--- src/rtl/memop_exec.sv ---
module memop_exec #(
  parameter int XLEN = 64
) (
  input  logic            clk,
  input  logic            rst_n,
  input  logic            op_valid,
  output logic            op_ready,
  input  logic [2:0]      op_kind,
  input  logic [3:0]      op_scale,
  input  logic [XLEN-1:0] op_index,
  input  logic [XLEN-1:0] op_base,
  input  logic [XLEN-1:0] op_disp,
  input  logic [XLEN-1:0] op_segbase,
  input  logic [3:0]      op_dsize,
  input  logic [3:0]      op_asize,
  input  logic [XLEN-1:0] op_dest_old,
  input  logic [XLEN-1:0] op_store_data,
  input  logic            op_cpl0,
  input  logic            op_addr_ovr,
  input  logic            op_prefetch,
  output logic            mreq_valid,
  input  logic            mreq_ready,
  output logic [XLEN-1:0] mreq_addr,
  output logic            mreq_write,
  output logic [XLEN-1:0] mreq_wdata,
  output logic [3:0]      mreq_size,
  output logic [5:0]      mreq_attr,
  input  logic            mrsp_valid,
  output logic            mrsp_ready,
  input  logic [XLEN-1:0] mrsp_data,
  input  logic            mrsp_fault,
  output logic            done,
  output logic            done_fault,
  output logic            done_illegal,
  output logic            wb_en,
  output logic [XLEN-1:0] wb_data
);
  localparam logic [2:0] K_LD = 3'd0, K_LDSC = 3'd1, K_LDLK = 3'd2, K_ST = 3'd3,
                         K_STLK = 3'd4, K_LINE = 3'd5, K_ADDR = 3'd6;

  typedef enum logic [1:0] {S_IDLE, S_REQ, S_RSP} state_t;
  state_t state;

  function automatic logic [XLEN-1:0] byte_mask(input logic [3:0] n);
    byte_mask = ~({XLEN{1'b1}} << (8 * n));
  endfunction

  function automatic logic [XLEN-1:0] merge(input logic [XLEN-1:0] old_v,
                                            input logic [XLEN-1:0] new_v,
                                            input logic [3:0] n);
    logic [XLEN-1:0] m;
    m = byte_mask(n);
    merge = (n < 4'd4) ? ((old_v & ~m) | (new_v & m)) : (new_v & m);
  endfunction

  logic is_load, is_store_like, legal, accept;
  logic [XLEN-1:0] ea_sum, ea_new;
  logic [2:0]      kind_q;
  logic [3:0]      dsize_q;
  logic [XLEN-1:0] dest_q, addr_q, wdata_q;
  logic            pf_q, write_q;
  logic [5:0]      attr_q;

  assign is_load       = (op_kind == K_LD) || (op_kind == K_LDSC) || (op_kind == K_LDLK);
  assign is_store_like = (op_kind == K_ST) || (op_kind == K_STLK) || (op_kind == K_LINE);
  assign legal = (op_kind != 3'd7) &&
                 (op_dsize == 4'd1 || op_dsize == 4'd2 || op_dsize == 4'd4 || op_dsize == 4'd8) &&
                 (op_asize == 4'd2 || op_asize == 4'd4 || op_asize == 4'd8) &&
                 (32'(op_dsize) * 8 <= XLEN) && (32'(op_asize) * 8 <= XLEN);
  assign ea_sum = ((op_kind == K_ADDR) ? '0 : op_segbase) + XLEN'(op_scale) * op_index
                  + op_base + op_disp;
  assign ea_new = ea_sum & byte_mask(op_asize);
  assign accept = op_valid && (state == S_IDLE);

  assign op_ready   = (state == S_IDLE);
  assign mreq_valid = (state == S_REQ);
  assign mrsp_ready = (state == S_RSP);
  assign mreq_addr  = addr_q;
  assign mreq_write = write_q;
  assign mreq_wdata = wdata_q;
  assign mreq_size  = dsize_q;
  assign mreq_attr  = attr_q;

  always_ff @(posedge clk or negedge rst_n) begin
    if (!rst_n) begin
      state <= S_IDLE;
      kind_q <= '0; dsize_q <= '0; dest_q <= '0; addr_q <= '0; wdata_q <= '0;
      pf_q <= 1'b0; write_q <= 1'b0; attr_q <= '0;
      done <= 1'b0; done_fault <= 1'b0; done_illegal <= 1'b0;
      wb_en <= 1'b0; wb_data <= '0;
    end else begin
      done <= 1'b0; done_fault <= 1'b0; done_illegal <= 1'b0; wb_en <= 1'b0;
      case (state)
        S_IDLE: if (accept) begin
          kind_q  <= op_kind;
          dsize_q <= op_dsize;
          dest_q  <= op_dest_old;
          addr_q  <= ea_new;
          pf_q    <= op_prefetch && is_load;
          write_q <= is_store_like;
          wdata_q <= (op_kind == K_LINE || !is_store_like) ? '0
                     : (op_store_data & byte_mask(op_dsize));
          attr_q  <= {op_prefetch && is_load, op_addr_ovr, op_cpl0, op_kind == K_LINE,
                      op_kind == K_LDSC || op_kind == K_LDLK,
                      op_kind == K_LDLK || op_kind == K_STLK};
          if (!legal) begin
            done <= 1'b1;
            done_illegal <= 1'b1;
          end else if (op_kind == K_ADDR) begin
            done <= 1'b1;
            wb_en <= 1'b1;
            wb_data <= merge(op_dest_old, ea_new, op_dsize);
          end else begin
            state <= S_REQ;
          end
        end
        S_REQ: if (mreq_ready) state <= S_RSP;
        S_RSP: if (mrsp_valid) begin
          state <= S_IDLE;
          done  <= 1'b1;
          if (write_q) begin
            done_fault <= mrsp_fault;
          end else begin
            done_fault <= mrsp_fault && !pf_q;
            wb_en      <= !mrsp_fault;
            if (!mrsp_fault) wb_data <= merge(dest_q, mrsp_data, dsize_q);
          end
        end
        default: state <= S_IDLE;
      endcase
    end
  end

  p_hold_req_r12: assert property (@(posedge clk) disable iff (!rst_n)
    mreq_valid && !mreq_ready |=> mreq_valid && $stable(mreq_addr) &&
                                  $stable(mreq_wdata) && $stable(mreq_attr));
  p_done_after_rsp_r12: assert property (@(posedge clk) disable iff (!rst_n)
    mrsp_valid && mrsp_ready |=> done);
  p_fault_blocks_wb_r6: assert property (@(posedge clk) disable iff (!rst_n)
    done && (done_fault || done_illegal) |-> !wb_en);
  p_noaccess_zero_r9: assert property (@(posedge clk) disable iff (!rst_n)
    mreq_valid && mreq_attr[2] |-> mreq_write && (mreq_wdata == '0));
  p_addr_only_quiet_r2: assert property (@(posedge clk) disable iff (!rst_n)
    mreq_valid |-> kind_q != K_ADDR);
  p_wb_needs_done_r3: assert property (@(posedge clk) disable iff (!rst_n)
    wb_en |-> done);
endmodule

--- config.mk ---
export PLATFORM = sky130hd
export DESIGN_NAME = memop_exec
export DESIGN_NICKNAME = d
export VERILOG_FILES = /design/src/rtl/memop_exec.sv
export SDC_FILE = /design/constraint.sdc
export NUM_CORES = 2
export LEC_CHECK = 0
export CAP_MARGIN = 20
export CELL_PAD_IN_SITES_DETAIL_PLACEMENT = 1
export CELL_PAD_IN_SITES_GLOBAL_PLACEMENT = 2
export CORE_MARGIN = 2
export CORE_UTILIZATION = 30
export CTS_CLUSTER_DIAMETER = 150
export DETAILED_ROUTE_END_ITERATION = 16
export DONT_BUFFER_PORTS = 1
export GPL_TIMING_DRIVEN = 0
export PLACE_DENSITY = 0.7
export SLEW_MARGIN = 30
export SYNTH_ARGS = -nofsm -noshare
export SYNTH_HDL_FRONTEND = slang
export SYNTH_SLANG_ARGS = --single-unit
--- constraint.sdc ---
create_clock -name clk -period 6.35 [get_ports clk]
set_clock_uncertainty 0.05 [all_clocks]
set_input_delay 0.9525 -clock clk [delete_from_list [all_inputs] [get_ports clk]]
set_output_delay 0.9525 -clock clk [all_outputs]
set_load 0.01 [all_outputs]
==> impl_metrics.json <==
{
  "synth-edff-count": 0,
  "dieArea_um2": 86300,
  "synth_common_cells": "nand2_1 (514), inv_1 (362), fa_1 (306)",
  "cp_max_fo": 10,
  "yosysSeqAreaShare_pct": 27.1,
  "worstPathArrival_ns": 6.65,
  "fin_hold_ws_ns": 0.0455,
  "path_buf_inv": 4,
  "path_delay_family": "adder cells",
  "placedCellCount": 3897,
  "clk_latency_ns": 0.58,
  "pin_count": 682,
  "synthCells": 2817,
  "max_freq_ghz": 0.161,
  "max_stage_delay_ns": 0.57,
  "grt_pass1_wl_um": 168000,
  "max_slew.worst_pin.slew_ns": 0.986,
  "ys_warn_count": 0,
  "crit_top_cell": "fa_1",
  "ir_worst_vdd_uv": 247,
  "leakagePower_nw": 13.1,
  "die_w_um": 294,
  "numCtsBuffers": 30,
  "htree_levels": 1,
  "overflow": 0,
  "status": "completed",
  "viasPerCell": 5.33,
  "fin_cells": 3956,
  "final_util_pct": 33.6,
  "synth_top_area_cell": "dfrtp_1",
  "portBuffers": 0,
  "die_y_um": 294,
  "tns_ns": 0,
  "synth_fp_nets": 3663,
  "antenna_found_initial": 8,
  "clockBufferDepth": 3,
  "hp-class": "input pin to async pin",
  "synthTopCellsByArea": "dfrtp_1 (27%), fa_1 (24%), nand2_1 (7.7%), and2_1 (5.4%), inv_1 (5.4%)",
  "synth_area_um2": 25200,
  "fin_nets": 3693,
  "firstDrtPassIters": 6,
  "critPathLaunchType": "input pin",
  "place_hpwl_um": 101000,
  "first_global_vias": 23100,
  "end_kind": "flop",
  "cts_tree": "done",
  "clkTransAtPathRegs_ns": 0.07,
  "cpMaxStageDelayCell": "fa_1",
  "drcViolationCount": 0,
  "ys_async_sr_fraction_pct": 100,
  "grt_max_degree": 265,
  "cts.sinks": 273,
  "maxCapViolations": 0,
  "setup_viol": 0,
  "drtIter0Drc": 1351,
  "start_util_pct": 30.2,
  "met3_length_um": 9050,
  "crit_type": "input pin to flop",
  "period_share_pct": 97.8,
  "slew_viol_final": 0,
  "ys_types": 79,
  "vias": 21100,
  "met2_length_um": 58800,
  "ant_nets": 0,
  "relSlewSlack_pct": 34.3,
  "ys_seq_elements": 273,
  "wl_met1_um": 46500,
  "std_cell_rows": 106,
  "gp_congestion": 0.920,
  "yosysMostFrequentCell": "nand2_1",
  "hold_violations": 0,
  "rsz0062_at_grt": "yes",
  "syn_to_final_growth_pct": 11.3,
  "postSynthAreaPerCell_um2": 8.94,
  "cts_root_buf": "clkbuf_16",
  "synth_top_cell_area_share_pct": 27.1,
  "required_ns": 6.79,
  "grtUsageTotal_pct": 26.8,
  "routed_wl_um": 118000,
  "synth_top_flop_cell": "dfrtp_1",
  "path_cells": "clkbuf_2 > clkbuf_4 > and2_1 > fa_1 > fa_1 > fa_1 > inv_1 > fa_1 > inv_1 > ha_1 > a21o_1 > a21oi_2 > a211oi_2 > or2_1 > a221o_1 > o21ai_4 > a211oi_1 > o21ai_1 > nand3_2 > a221oi_2",
  "post_drt_wl_per_cell_um": 29.9,
  "drive_above_1_share_pct": 5.82,
  "power_density_nw_per_um2": 581,
  "routed.top_layer": "met5",
  "core-area_um2": 83400,
  "period_minus_slack_ns": 6.21
}
-- registers in the layout, indices dropped and copies added, names as in the netlist --
register / count
dest_q: 64
done: 1
done_fault: 1
done_illegal: 1
mreq_addr: 64
mreq_attr: 5
mreq_size: 4
mreq_wdata: 64
mreq_write: 1
pf_q: 1
state: 2
wb_data: 64
wb_en: 1
-- report_power, final --
part | internal [mW] | total, mW | switching (mW)
logic | 3.81 | 11.3 | 7.51
registers | 2.22 | 2.99 | 0.777
clock network | 1.19 | 1.98 | 0.791
-- area by class of cell --
class	instances	area, um^2
Antenna cell	6	15.0
Sequential cell	273	6830
Tap cell	1080	1350
Inverter	362	1360
Fill cell	9823	55400
Clock buffer	39	856
Buffer	144	624
Timing Repair Buffer	6	47.5
Multi-Input combinational cell	2030	16700
Clock inverter	16	240
-- cell families (layout without fill, tap and decap cells) --
kind of cell | count (synthesis) | in the layout | share of synthesized area (%)
AO/OA/AOI/OAI | 582 | 582 | 16.0
XOR/XNOR | 64 | 64 | 2.23
adder cells (fa/ha/maj) | 374 | 374 | 27.7
buffers and inverters | 514 | 567 | 7.73
flip-flops | 273 | 273 | 27.1
multiplexers | 17 | 17 | 0.691
other | 0 | 6 | 0
AND/OR/NAND/NOR | 993 | 993 | 18.6
-- layout by cell type, fill, tap and decap left out, types with 8 or more instances in the layout --
cell type / n
a22o_1: 92
a21oi_1: 116
a21oi_2: 16
mux2i_1: 14
nor2b_1: 12
o21bai_1: 8
o31ai_1: 17
dfrtp_1: 273
nand4_1: 20
buf_1: 11
o21ai_0: 126
clkbuf_16: 31
o211ai_1: 12
a21o_1: 24
a211oi_1: 20
nor3_1: 24
ha_1: 65
a221oi_1: 54
fa_1: 306
or3_1: 11
and3_1: 8
clkbuf_2: 12
o21a_1: 11
xor2_1: 18
inv_1: 362
and2_1: 218
nand2b_1: 8
nand2_1: 514
nor2_1: 86
xnor2_1: 35
a31oi_1: 12
buf_2: 11
clkbuf_1: 103
nand3_1: 51
-- per-layer routing --
| metal | vias up | track usage [%] |
|---|---|---|
| met4 | 2 | 8.36 |
| met1 | 10900 | 31.6 |
| met2 | 744 | 47.5 |
| li1 | 9282 | - |
| met3 | 141 | 6.83 |
| met5 | - | 0 |
-- metrics by stage --
step | area [um^2] | setup slack (ns) | power [mW]
floorplan | 25200 | 0.250 | 9.48
global placement | 26500 | -2.28 | 13.6
detailed placement | 26600 | -2.02 | 13.7
CTS | 27800 | 0.0103 | 15.9
global route | 28000 | -0.0854 | 17.5
finish | 28000 | 0.142 | 16.3
-- worst paths after layout --
kind | start | slack (ns) | to | cells after the start
max in group asynchronous | rst_n | 5.13 | wb_data[10]$_DFFE_PN0P_ | 1
min in group clk | mrsp_valid | 0.41 | state[1]$_DFFE_PN0P_ | 1
worst min register to register | dest_q[14]$_DFFE_PN0P_ | 0.42 | dest_q[14]$_DFFE_PN0P_ | 2
worst max-delay path | op_scale[1] | 0.14 | wb_data[59]$_DFFE_PN0P_ | 20
worst max register to register | state[1]$_DFFE_PN0P_ | 2.59 | wb_data[47]$_DFFE_PN0P_ | 10
worst min-delay path | rst_n | 0.05 | wb_data[15]$_DFFE_PN0P_ | 0
-- worst reg2reg max path, stage by stage, from the launching register on --
cell      delay [ns]
dfrtp_1         0.42
nand2b_1        0.34
inv_1           0.19
nand2_1         0.17
nor3_1          0.14
a21oi_1         0.48
clkbuf_1        0.73
clkbuf_1        0.53
nor2_1          0.11
a21oi_1         0.38
a21oi_1         0.09
-- what timing repair did --
| item | CTS | global route |
|---|---|---|
| pin swaps | 0 | 5 |
| endpoints found under the hold margin | 10 | 0 |
| setup buffers | 0 | 5 |
| setup endpoints to repair | 99 | 43 |
| hold buffers | 1 | 0 |
| resized for setup | 43 | 50 |
No activity file was read; power rests on OpenSTA's default activity.
